[src/rtl/ring_pkg.sv]
package ring_pkg;
   localparam int WORDS        = 4;
   localparam int OFS_CTRL     = 'h00;
   localparam int OFS_DSTAT    = 'h04;
   localparam int OFS_RSTAT    = 'h08;
   localparam int OFS_DPORT    = 'h10;
   localparam int OFS_RPORT    = 'h14;
   localparam int ST_RD_LSB    = 4;
   localparam int ST_EMPTY     = 8;
   localparam int ST_FULL      = 9;
   localparam int ST_ERR       = 10;
   localparam int NOTIFY_BIT   = 16;
   localparam int CTRL_CLR_BIT = 0;

   function automatic logic [31:0] pack_status(input logic [3:0] wp, input logic [3:0] rp,
                                               input logic emp, input logic ful, input logic er);
      logic [31:0] s;
      s = '0;
      s[3:0]                   = wp;
      s[ST_RD_LSB+3:ST_RD_LSB] = rp;
      s[ST_EMPTY]              = emp;
      s[ST_FULL]               = ful;
      s[ST_ERR]                = er;
      return s;
   endfunction
endpackage

[src/rtl/word_seq.sv]
module word_seq #(
   parameter int WORDS = 4
) (
   input  logic                         clk,
   input  logic                         rst_n,
   input  logic                         clr,
   input  logic                         step,
   output logic [$clog2(WORDS)-1:0]     idx,
   output logic                         last
);
   localparam int IDX_W = $clog2(WORDS);
   localparam logic [IDX_W-1:0] LAST_IDX = IDX_W'(WORDS - 1);
   localparam logic [IDX_W-1:0] ONE = {{(IDX_W-1){1'b0}}, 1'b1};

   initial assert (WORDS >= 2) else $error("word_seq: WORDS must be at least 2");

   logic [IDX_W-1:0] idx_q;

   generate
      if ((WORDS & (WORDS - 1)) == 0) begin : g_pow2
         always_ff @(posedge clk or negedge rst_n)
            if (!rst_n)     idx_q <= '0;
            else if (clr)   idx_q <= '0;
            else if (step)  idx_q <= idx_q + ONE;
      end else begin : g_wrap
         always_ff @(posedge clk or negedge rst_n)
            if (!rst_n)     idx_q <= '0;
            else if (clr)   idx_q <= '0;
            else if (step)  idx_q <= (idx_q == LAST_IDX) ? '0 : idx_q + ONE;
      end
   endgenerate

   assign idx  = idx_q;
   assign last = (idx_q == LAST_IDX);

   AST_IDX_RANGE: assert property (@(posedge clk) disable iff (!rst_n)
      int'(idx_q) < WORDS);
   AST_STEP_ADVANCES: assert property (@(posedge clk) disable iff (!rst_n)
      step && !clr && !last |=> idx_q == $past(idx_q) + ONE);
endmodule

[src/rtl/ring_store.sv]
module ring_store #(
   parameter int DEPTH   = 4,
   parameter int ENTRY_W = 128
) (
   input  logic                       clk,
   input  logic                       rst_n,
   input  logic                       clr,
   input  logic                       push,
   input  logic [ENTRY_W-1:0]         push_data,
   input  logic                       pop,
   input  logic                       err_set,
   input  logic                       err_clr,
   output logic [ENTRY_W-1:0]         head,
   output logic [$clog2(DEPTH)-1:0]   wptr,
   output logic [$clog2(DEPTH)-1:0]   rptr,
   output logic                       full,
   output logic                       empty,
   output logic                       err
);
   localparam int PTR_W = $clog2(DEPTH);
   localparam logic [PTR_W-1:0] ONE = {{(PTR_W-1){1'b0}}, 1'b1};

   initial assert (DEPTH >= 2 && (DEPTH & (DEPTH - 1)) == 0)
      else $error("ring_store: DEPTH must be a power of two, at least 2");

   logic [ENTRY_W-1:0] slot_q [DEPTH];
   logic [PTR_W-1:0]   wptr_q, rptr_q;
   logic               full_q, empty_q, err_q;
   logic               do_push, do_pop;

   assign do_pop  = pop & ~empty_q;
   assign do_push = push & (~full_q | do_pop);

   always_ff @(posedge clk or negedge rst_n)
      if (!rst_n) begin
         for (int i = 0; i < DEPTH; i++) slot_q[i] <= '0;
      end else if (do_push && !clr) begin
         for (int i = 0; i < DEPTH; i++)
            if (int'(wptr_q) == i) slot_q[i] <= push_data;
      end

   always_ff @(posedge clk or negedge rst_n)
      if (!rst_n) begin
         wptr_q  <= '0;
         rptr_q  <= '0;
         full_q  <= 1'b0;
         empty_q <= 1'b1;
         err_q   <= 1'b0;
      end else if (clr) begin
         wptr_q  <= '0;
         rptr_q  <= '0;
         full_q  <= 1'b0;
         empty_q <= 1'b1;
         err_q   <= 1'b0;
      end else begin
         if (do_push) wptr_q <= wptr_q + ONE;
         if (do_pop)  rptr_q <= rptr_q + ONE;
         if (do_push && !do_pop) begin
            empty_q <= 1'b0;
            full_q  <= ((wptr_q + ONE) == rptr_q);
         end else if (do_pop && !do_push) begin
            full_q  <= 1'b0;
            empty_q <= ((rptr_q + ONE) == wptr_q);
         end
         if (err_set || (push && !do_push)) err_q <= 1'b1;
         else if (err_clr)                  err_q <= 1'b0;
      end

   assign head  = slot_q[rptr_q];
   assign wptr  = wptr_q;
   assign rptr  = rptr_q;
   assign full  = full_q;
   assign empty = empty_q;
   assign err   = err_q;

   AST_NO_OVERFLOW: assert property (@(posedge clk) disable iff (!rst_n)
      !(full_q && empty_q));
   AST_FULL_PUSH_ERR: assert property (@(posedge clk) disable iff (!rst_n)
      push && full_q && !pop && !clr |=> err_q && $stable(wptr_q));
   AST_EMPTY_POP_HOLD: assert property (@(posedge clk) disable iff (!rst_n)
      pop && empty_q && !push && !clr |=> $stable(rptr_q));
   AST_ERR_STICKY: assert property (@(posedge clk) disable iff (!rst_n)
      err_q && !err_clr && !clr |=> err_q);
endmodule

[src/rtl/dma_ring_port.sv]
module dma_ring_port
   import ring_pkg::*;
#(
   parameter int DEPTH  = 4,
   parameter int ADDR_W = 8,
   parameter int DATA_W = 32
) (
   input  logic                  clk,
   input  logic                  rst_n,
   input  logic                  bus_wr_en,
   input  logic                  bus_rd_en,
   input  logic [ADDR_W-1:0]     bus_addr,
   input  logic [DATA_W-1:0]     bus_wdata,
   output logic [DATA_W-1:0]     bus_rdata,
   output logic                  eng_desc_valid,
   output logic [2*DATA_W-1:0]   eng_desc_addr,
   output logic [DATA_W-1:0]     eng_desc_len,
   output logic [DATA_W-1:0]     eng_desc_flags,
   input  logic                  eng_retire,
   input  logic [2*DATA_W-1:0]   eng_count,
   input  logic [DATA_W-1:0]     eng_extra,
   output logic                  desc_done
);
   localparam int ENTRY_W = WORDS * DATA_W;
   localparam int PTR_W   = $clog2(DEPTH);
   localparam int IDX_W   = $clog2(WORDS);

   initial assert (DATA_W > NOTIFY_BIT && DATA_W >= 32)
      else $error("dma_ring_port: DATA_W too narrow for status and flag fields");
   initial assert (PTR_W <= 4)
      else $error("dma_ring_port: slot pointers do not fit their status fields");
   initial assert (ADDR_W >= 5)
      else $error("dma_ring_port: ADDR_W too narrow for the register offsets");

   // register decode
   logic sel_ctrl, sel_dstat, sel_rstat, sel_dport, sel_rport;
   assign sel_ctrl  = (bus_addr == ADDR_W'(OFS_CTRL));
   assign sel_dstat = (bus_addr == ADDR_W'(OFS_DSTAT));
   assign sel_rstat = (bus_addr == ADDR_W'(OFS_RSTAT));
   assign sel_dport = (bus_addr == ADDR_W'(OFS_DPORT));
   assign sel_rport = (bus_addr == ADDR_W'(OFS_RPORT));

   logic ctrl_clr_q;
   always_ff @(posedge clk or negedge rst_n)
      if (!rst_n)                     ctrl_clr_q <= 1'b0;
      else if (bus_wr_en && sel_ctrl) ctrl_clr_q <= bus_wdata[CTRL_CLR_BIT];

   // descriptor side
   logic [IDX_W-1:0]   d_idx;
   logic               d_last, d_step, d_block, d_err_set, d_push, d_pop;
   logic [ENTRY_W-1:0] d_entry, d_head;
   logic [PTR_W-1:0]   d_wptr, d_rptr;
   logic               d_full, d_empty, d_err;
   logic [WORDS-2:0][DATA_W-1:0] stage_q;

   assign d_block   = (d_idx == '0) & d_full;
   assign d_step    = bus_wr_en & sel_dport & ~d_block & ~ctrl_clr_q;
   assign d_err_set = bus_wr_en & sel_dport & d_block;
   assign d_push    = d_step & d_last;

   always_ff @(posedge clk or negedge rst_n)
      if (!rst_n) stage_q <= '0;
      else
         for (int k = 0; k < WORDS - 1; k++)
            if (d_step && int'(d_idx) == k) stage_q[k] <= bus_wdata;

   always_comb begin
      for (int k = 0; k < WORDS - 1; k++) d_entry[k*DATA_W +: DATA_W] = stage_q[k];
      d_entry[(WORDS-1)*DATA_W +: DATA_W] = bus_wdata;
   end

   word_seq #(.WORDS(WORDS)) u_dseq (
      .clk(clk), .rst_n(rst_n), .clr(ctrl_clr_q), .step(d_step),
      .idx(d_idx), .last(d_last)
   );

   ring_store #(.DEPTH(DEPTH), .ENTRY_W(ENTRY_W)) u_dring (
      .clk(clk), .rst_n(rst_n), .clr(ctrl_clr_q),
      .push(d_push), .push_data(d_entry), .pop(d_pop),
      .err_set(d_err_set), .err_clr(bus_wr_en & sel_dstat & bus_wdata[ST_ERR]),
      .head(d_head), .wptr(d_wptr), .rptr(d_rptr),
      .full(d_full), .empty(d_empty), .err(d_err)
   );

   // engine retire and report side
   logic               retire_ok, notify;
   logic [IDX_W-1:0]   r_idx;
   logic               r_last, r_step, r_block, r_err_set, r_pop;
   logic [ENTRY_W-1:0] r_entry, r_head;
   logic [PTR_W-1:0]   r_wptr, r_rptr;
   logic               r_full, r_empty, r_err;
   logic               done_q;

   assign retire_ok = eng_retire & ~d_empty & ~ctrl_clr_q;
   assign d_pop     = retire_ok;
   assign notify    = d_head[3*DATA_W + NOTIFY_BIT];
   assign r_entry   = {d_head[3*DATA_W +: DATA_W], eng_extra, eng_count};

   assign r_block   = (r_idx == '0) & r_empty;
   assign r_step    = bus_rd_en & sel_rport & ~r_block & ~ctrl_clr_q;
   assign r_err_set = bus_rd_en & sel_rport & r_block;
   assign r_pop     = r_step & r_last;

   word_seq #(.WORDS(WORDS)) u_rseq (
      .clk(clk), .rst_n(rst_n), .clr(ctrl_clr_q), .step(r_step),
      .idx(r_idx), .last(r_last)
   );

   ring_store #(.DEPTH(DEPTH), .ENTRY_W(ENTRY_W)) u_rring (
      .clk(clk), .rst_n(rst_n), .clr(ctrl_clr_q),
      .push(retire_ok), .push_data(r_entry), .pop(r_pop),
      .err_set(r_err_set), .err_clr(bus_wr_en & sel_rstat & bus_wdata[ST_ERR]),
      .head(r_head), .wptr(r_wptr), .rptr(r_rptr),
      .full(r_full), .empty(r_empty), .err(r_err)
   );

   always_ff @(posedge clk or negedge rst_n)
      if (!rst_n) done_q <= 1'b0;
      else        done_q <= retire_ok & notify;

   // read mux
   always_comb begin
      bus_rdata = '0;
      if (bus_rd_en) begin
         if (sel_ctrl)
            bus_rdata[CTRL_CLR_BIT] = ctrl_clr_q;
         else if (sel_dstat)
            bus_rdata = DATA_W'(pack_status(4'(d_wptr), 4'(d_rptr), d_empty, d_full, d_err));
         else if (sel_rstat)
            bus_rdata = DATA_W'(pack_status(4'(r_wptr), 4'(r_rptr), r_empty, r_full, r_err));
         else if (sel_rport && r_step)
            bus_rdata = r_head[int'(r_idx)*DATA_W +: DATA_W];
      end
   end

   assign eng_desc_valid = ~d_empty;
   assign eng_desc_addr  = d_head[0 +: 2*DATA_W];
   assign eng_desc_len   = d_head[2*DATA_W +: DATA_W];
   assign eng_desc_flags = d_head[3*DATA_W +: DATA_W];
   assign desc_done      = done_q;

   AST_DONE_AFTER_RETIRE: assert property (@(posedge clk) disable iff (!rst_n)
      desc_done |-> $past(eng_retire));
   AST_DONE_ONE_CYCLE: assert property (@(posedge clk) disable iff (!rst_n)
      desc_done && !eng_retire |=> !desc_done);
   AST_NO_RETIRE_EMPTY: assert property (@(posedge clk) disable iff (!rst_n)
      eng_retire && !eng_desc_valid |=> !desc_done);
   AST_CTRL_CLEARS: assert property (@(posedge clk) disable iff (!rst_n)
      ctrl_clr_q |=> !eng_desc_valid);
   AST_EMPTY_READ_ZERO: assert property (@(posedge clk) disable iff (!rst_n)
      bus_rd_en && sel_rport && r_block |-> bus_rdata == '0);
endmodule

[config.mk]
export PLATFORM = sky130hd
export DESIGN_NAME = dma_ring_port
export DESIGN_NICKNAME = d
export VERILOG_FILES = /design/src/rtl/ring_pkg.sv /design/src/rtl/word_seq.sv /design/src/rtl/ring_store.sv /design/src/rtl/dma_ring_port.sv
export SDC_FILE = /design/constraint.sdc
export NUM_CORES = 1
export LEC_CHECK = 0
export BUFFER_PORTS_ARGS = -buffer_cell sky130_fd_sc_hd__buf_2
export CAP_MARGIN = 5
export CORE_MARGIN = 1.5
export CORE_UTILIZATION = 62
export CTS_CLUSTER_DIAMETER = 50
export DETAILED_ROUTE_END_ITERATION = 8
export GPL_ROUTABILITY_DRIVEN = 0
export GPL_TIMING_DRIVEN = 1
export HOLD_SLACK_MARGIN = 0.05
export PLACE_DENSITY_LB_ADDON = 0.08
export SLEW_MARGIN = 0
export SYNTH_ARGS = -nofsm -noshare
export SYNTH_HDL_FRONTEND = slang
export SYNTH_HIERARCHICAL = 1
export SYNTH_SLANG_ARGS = --single-unit
[constraint.sdc]
create_clock -name clk -period 3.7 [get_ports clk]
set_clock_uncertainty 0.1 [all_clocks]
set_input_delay 0.37 -clock clk [delete_from_list [all_inputs] [get_ports clk]]
set_output_delay 0.37 -clock clk [all_outputs]
set_load 0.02 [all_outputs]
# Yosys cells after proc, flatten, opt, wreduce, memory -nomap -nowiden
# Index checks and enable logic that the tools add are counted.
[totals]
register_bits = 1140
in_bits = 141
out_inout_bits = 162
[op_classes]
add_sub_neg = 6
muxes = 42
shift = 1
n_lt_le_gt_ge = 2
eq_ne = 18
reduce_logical = 44
n_bitwise = 34
[ops]
columns = ["op", "count"]
rows = [
  ["$bmux 128 s2", 2],
  ["$mux 128", 4],
  ["$mux 32", 4],
  ["$shiftx 128x8->32", 1],
  ["$mux 31", 1],
  ["$mux 2", 12],
  ["$and 1x1->1", 23],
  ["$mux 1", 19],
  ["$eq 2x2->1 const B", 8],
  ["$eq 8x5->1 const B", 2],
  ["$reduce_and 2->1", 8],
  ["$logic_and 1x1->1", 13],
  ["$add 2x1->2 const B", 6],
  ["$reduce_bool 2->1", 6],
  ["$reduce_bool 3->1", 4],
  ["$logic_not 2->1", 5],
  ["$eq 2x2->1", 4],
  ["$eq 8x3->1 const B", 1],
  ["$eq 8x4->1 const B", 1],
  ["$logic_not 8->1", 1],
  ["$not 1->1", 7],
  ["$ge 3x3->1 const B", 2],
  ["$not 2->3", 2],
  ["$logic_not 1->1", 5],
  ["3 further kinds", 6],
]

# Depth between registers and ports, before layout
[logic_depth]
depth_word = 14
ltp_mapped = 12
depth_no_buf = 8

# By module
# The synthesis kept the hierarchy.
[by_module_without_submodules]
columns = ["mod", "instances", "seq_area_each_um2", "area_each_um2", "cells_each"]
rows = [
  ["ring_store", 2, 12988.7, 24715.0, 1284],
  ["dma_ring_port", 1, 2452.4, 5091.1, 348],
  ["word_seq", 2, 50.0, 88.8, 7],
]

# Worst setup path before layout
# OpenSTA, ideal clock, no wires.
[synth_timing]
kind = "reg-to-reg"
start = "register u_rring.empty_q, in the netlist u_rring/empty"
end = "register u_rring/slot_q[135] (netlist name)"
path_buffers = 3
t_required_ns = 3.475
path_stages_with_launch = 12
synth_period_minus_slack_ns = 3.132
arrival_time_ns = 2.907
path_slack_ns = 0.568
setup_time_ns = 0.125
path_cell_list = "dfstp_2 or3b_2 nand4_1 clkbuf_1 inv_1 and2_1 nor2b_4 o21ai_4 nor3b_4 buf_12 buf_12 mux2_4"
[synth_via]
elab_chain_len = 10
[synth_lines]
columns = ["element", "line", "source"]
rows = [
  ["from (decl)", "ring_store.sv:28", "logic full_q, empty_q, err_q;"],
  ["from (signal assigned)", "ring_store.sv:63", "empty_q <= ((rptr_q + ONE) == wptr_q);"],
  ["$and 1x1->1", "dma_ring_port.sv:99", "assign r_block = (r_idx == '0) & r_empty;"],
  ["$not 1->1", "dma_ring_port.sv:100", "assign r_step = bus_rd_en & sel_rport & ~r_block & ~ctrl_clr_q;"],
  ["$and 1x1->1 (2 in series)", "dma_ring_port.sv:100", ""],
  ["net r_step", "dma_ring_port.sv:88", "logic r_last, r_step, r_block, r_err_set, r_pop;"],
  ["$and 1x1->1", "dma_ring_port.sv:102", "assign r_pop = r_step & r_last;"],
  ["net r_pop", "dma_ring_port.sv:88", ""],
  ["$and 1x1->1", "ring_store.sv:31", "assign do_pop = pop & ~empty_q;"],
  ["$or 1x1->1", "ring_store.sv:32", "assign do_push = push & (~full_q | do_pop);"],
  ["$and 1x1->1", "ring_store.sv:32", ""],
  ["$logic_and 1x1->1", "ring_store.sv:37", "end else if (do_push && !clr) begin"],
  ["$reduce_and 2->1 (no source line)", "--", ""],
  ["to (decl)", "ring_store.sv:26", "logic [ENTRY_W-1:0] slot_q [DEPTH];"],
]
# The timed path passes the listed nets, and every way through them passes these cells.
# A chain may end at the register's enable or synchronous reset.

# Final worst setup path
[layout_timing]
start = "register u_rring.rptr_q[0], in the netlist u_rring/rptr[0]"
end = "output port bus_rdata[9]"
[layout_via]
elab_chain_len = 10
[layout_lines]
columns = ["element", "line", "source"]
rows = [
  ["from (decl)", "ring_store.sv:27", "logic [PTR_W-1:0] wptr_q, rptr_q;"],
  ["from (signal assigned)", "ring_store.sv:57", "if (do_pop) rptr_q <= rptr_q + ONE;"],
  ["$not 2->3 (implied by the code)", "ring_store.sv:69", "assign head = slot_q[rptr_q];"],
  ["$bmux 128 s2", "ring_store.sv:69", ""],
  ["$mux 128 (implied by the code) (2 in series)", "ring_store.sv:69", ""],
  ["net r_head[9]", "dma_ring_port.sv:89", "logic [ENTRY_W-1:0] r_entry, r_head;"],
  ["$shiftx 128x8->32", "dma_ring_port.sv:132", "bus_rdata = r_head[int'(r_idx)*DATA_W +: DATA_W];"],
  ["$mux 32", "dma_ring_port.sv:131", "else if (sel_rport && r_step)"],
  ["$mux 32", "dma_ring_port.sv:129", "else if (sel_rstat)"],
  ["$mux 32", "dma_ring_port.sv:127", "else if (sel_dstat)"],
  ["$mux 31", "dma_ring_port.sv:125", "if (sel_ctrl)"],
  ["$mux 32", "dma_ring_port.sv:124", "if (bus_rd_en) begin"],
  ["to (decl)", "dma_ring_port.sv:14", "output logic [DATA_W-1:0] bus_rdata,"],
]
# The timed path passes the listed nets, and every way through them passes these cells. The select of a mux whose other input is x is not followed.

==> metrics.csv <==
stage,metric,value,unit
hold_path,Hold Crit Class,primary input to flip-flop,
cells_and_area,area occupied by multi-input gates,23600,µm²
power_and_ir_drop,VDD IR-drop max,0.470,mV
floorplanning,Core ar.,87000,µm²
power_and_ir_drop,Lkg Pwr,0.0292,µW
setup_path,"Slowest-stage cell, CP",dfrtp_4,
route,1st-iter DRT viols,1995,
power_and_ir_drop,PD cells,582,nW/µm²
route,Vias,28600,
cells_and_area,layout cells sized above 1,58.8,%
setup_path,CP max stage delay,0.52,ns
synthesis,fraction of registers with async set or reset after synthesis,100,%
cells_and_area,Reg area,28500,µm²
synthesis,top_reg_cell synth,dfrtp_1,
timing,fmax,273,MHz
synthesis,largest cells by area after synthesis,"dfrtp_1, mux2_4, mux4_2",
setup_path,crit path launch type,flip-flop,
synthesis,synth warn,6,
route,vias per cell,6.11,
synthesis,Seq cells post-synth,1140,
synthesis,syn nets,3081,
floorplanning,Die W,300,µm
timing,Max-slew headroom,39.7,%
synthesis,synthesized area,54700,µm²
cts,Root Buffer,clkbuf_16,
placement,DP HPWL,83200,µm
timing,worst slew pin tran,0.904,ns
synthesis,post-synthesis mux area share,40.7,%
synthesis,most area-hungry cell type in the Yosys netlist,dfrtp_1,
cts,CTS tree,built,
cts,TritonCTS Sinks,1140,
cts,register clock-pin slew on the reported worst setup and hold paths,0.05,ns
setup_path,crit path DAT,3.19,ns
synthesis,"EDFF count, synth",0,
synthesis,main combinational cell family by area after synthesis,multiplexers,
timing,final hold violations,0,
setup_path,register-to-register setup slack,0.54,ns
power_and_ir_drop,combinational share of power,20.1,%
floorplanning,Die Ht,300,µm
setup_path,Crit Path Class,flip-flop to output port,
power_and_ir_drop,clock share of power,36.0,%
cts,clk_lat worst skew,0.73,ns
synthesis,Netlist cell types,49,
global_routing,GR Util All Layers,30.3,%
global_routing,initial antenna violation count,4,
cells_and_area,final core occ,72.0,%
cells_and_area,Final nets,3579,
synthesis,Synth Area in Compound Gates,0.503,%
floorplanning,die area,90000,µm²
synthesis,post-synthesis xor/xnor area fraction,0.224,%
cells_and_area,Fill cells,5277,
power_and_ir_drop,Sequential Power Share,43.9,%
global_routing,grt ovf,0,
timing,RSZ-0062 raised after global routing,true,
timing,total negative setup slack,0,ns
cells_and_area,Layout Cells excl Fill,4675,
outcome,status,"finished, final reports clean",
power_and_ir_drop,Sw Ratio,25.2,%
placement,Area after DPL,56800,µm²
route,"antenna viol nets, final",0,
placement,pre-CTS setup slack,0.397,ns
synthesis,post-synth top area share,52.1,%
route,# DRC,0,
power_and_ir_drop,Switch Pwr,9200,µW
timing,fin crit share,98.9,%
placement,PortBufs,302,
global_routing,first-pass GRT wire length,206000,µm
timing,PnR worst setup slack,0.0401,ns
floorplanning,Initial Util,62.9,%
synthesis,Simple-Gate Fraction of Synth Area,1.41,%
synthesis,sequential area share after synthesis,52.2,%
power_and_ir_drop,Internal,27300,µW
synthesis,Mapped Avg Cell Area,18.7,µm²
synthesis,Syn Inst Count,2930,
global_routing,vias in the first global route,32300,
route,total iterations of the first detailed-routing run,5,
route,wire per inst,28.2,µm
cts,TritonCTS Buffers,134,
global_routing,maximum number of pins on one net before global-route repair,100,
floorplanning,I/O Pins,303,
route,WL final,132000,µm
floorplanning,Rows,108,
setup_path,"Critical Path, Cell by Cell",buf_12 -> buf_16 -> buf_12 -> mux4_2 -> mux4_2 -> inv_2 -> o21ai_2 -> a32o_2 -> buf_6,
cells_and_area,fin area,62700,µm²
cells_and_area,area grow syn2layout,14.5,%
cts,H-Tree Depth,4,
setup_path,crit end category,output port,
timing,fin crit period,3.66,ns
cts,CTS max path bufs,3,
setup_path,Max Fanout on Critical Path,6,
synthesis,Synth Area in Adders,0.229,%
timing,final setup vio count,0,
placement,number of instances in the placed design,4308,
setup_path,Worst EP required,3.23,ns
timing,fin. max-slew vios,0,
run,Max-Cap Viols,0,
[critical path, delay by kind of cell (launching register included)]
kind | cells | cell delay (ns)
AO/OA/AOI/OAI | 2 | 0.34
buffers and inverters | 5 | 0.64
flip-flops | 1 | 0.52
multiplexers | 2 | 0.94
[placed cells by master (no fill, tap or decap), types with 4 or more instances in the layout]
cell	synthesis	final
buf_6	24	10
bufinv_16	0	10
nor3b_4	8	8
nor2_1	19	19
ha_1	10	10
xor2_1	4	4
clkbuf_16	0	139
nand2_1	11	11
a21oi_1	8	8
clkinv_2	0	13
dfrtp_4	0	4
mux2_1	12	12
buf_12	96	63
nor3_1	6	6
mux2_4	828	828
dfrtp_1	1138	1132
o21ai_0	14	11
mux4_2	288	288
buf_2	39	297
clkbuf_1	26	26
clkinvlp_4	0	5
mux2_2	281	281
inv_6	0	7
nor4b_4	4	4
clkbuf_8	0	21
a21boi_0	4	4
dlygate4sd3_1	0	127
inv_2	2	5
xnor2_1	10	10
inv_1	15	12
mux2i_1	4	4
clkinv_4	0	5
nor2b_1	27	27
buf_4	0	58
[cell usage after synthesis (3+ instances only)]
| cell type | count |
|---|---|
| buf_12 | 96 |
| buf_6 | 24 |
| a21oi_1 | 8 |
| nor2b_1 | 27 |
| nand3_1 | 3 |
| nor4b_4 | 4 |
| mux2_4 | 828 |
| mux2_2 | 281 |
| and2_1 | 3 |
| buf_2 | 39 |
| ha_1 | 10 |
| mux2i_1 | 4 |
| dfrtp_1 | 1138 |
| mux4_2 | 288 |
| nor2_1 | 19 |
| nor3_1 | 6 |
| mux2_1 | 12 |
| a32o_1 | 4 |
| nor3b_4 | 8 |
| o21ai_0 | 14 |
| xnor2_1 | 10 |
| buf_1 | 10 |
| nand2_1 | 11 |
| clkbuf_1 | 26 |
| a21boi_0 | 4 |
| inv_1 | 15 |
| xor2_1 | 4 |
[sequential cells by signal (all words and copies together) (netlist names)]
name and flops:
u_rring/slot_q 512, u_rring/err 1, u_rring/rptr 2, u_dring/err 1, ctrl_clr_q 1, desc_done 1
u_dring/full 1, u_dring/rptr 2, u_rring/empty 1, u_rseq/idx 2, u_dring/empty 1, u_rring/wptr 2
u_dring/wptr 2, u_dseq/idx 2, u_dring/slot_q 512, u_rring/full 1, d_entry 96
[metal layers]
layer  routed length (µm)  vias up  GRT usage [%]
met1                55700    15700           41.6
met2                64600      793           48.4
met3                 7040      233           6.20
met4                 4190        4           10.8
met5                   22        -              0
li1                     -    11900              -
[cell type report]
type,instances,area share [%]
Clock buffer,186,6.17
Tap cell,1155,2.31
Multi-Input combinational cell,1576,37.6
Timing Repair Buffer,559,7.42
Clock inverter,41,0.829
Inverter,17,0.102
Sequential cell,1140,45.6
Antenna cell,1,0.00399
[timing repair]
item | 4_1_cts | 5_1_grt
setup buffers | 8 | 4
pin swaps | 1 | 3
setup endpoints to repair | 29 | 7
hold endpoints to repair | 598 | 0
hold buffers | 127 | 0
gates resized for setup | 21 | 12
[worst paths after layout]
check / endpoint / depth (start not counted) / from
worst min register to register: u_rring/slot_q[247] / 1 / u_rring/slot_q[247]
worst max-delay path: bus_rdata[9] / 9 / u_rring/rptr[0]
max in group asynchronous: u_rring/slot_q[72] / 3 / rst_n
min in group asynchronous: u_rring/slot_q[423] / 2 / rst_n
worst max register to register: u_rring/slot_q[386] / 10 / u_rring/empty
worst min-delay path: d_entry[48] / 2 / bus_wdata[16]
[metrics by stage]
step | hold WS, ns | total power [µW]
floorplan | -0.0256 | 21500
global placement | 0.369 | 23000
detailed placement | 0.376 | 23300
CTS | 0.0530 | 36700
global route | 0.0709 | 37900
finish | 0.0908 | 36500
[power groups by stage]
stage | Clock [µW] | Combinational (µW) | Sequential (µW)
2_1_floorplan | 0 | 6000 | 15500
3_3_place_gp | 0 | 7050 | 15900
3_5_place_dp | 0 | 7240 | 16100
4_1_cts | 13400 | 7400 | 16000
5_1_grt | 13900 | 7800 | 16200
6_report | 13100 | 7330 | 16000
[cell families after synthesis]
family,count (synthesis)
AOI/OAI and AO/OA,40
muxes,1413
and+or+nand+nor,99
buffers and inverters,214
DFF,1140
adders and majority gates,10
xor gates and xnor gates,14
(Power assumes the default switching activity.)
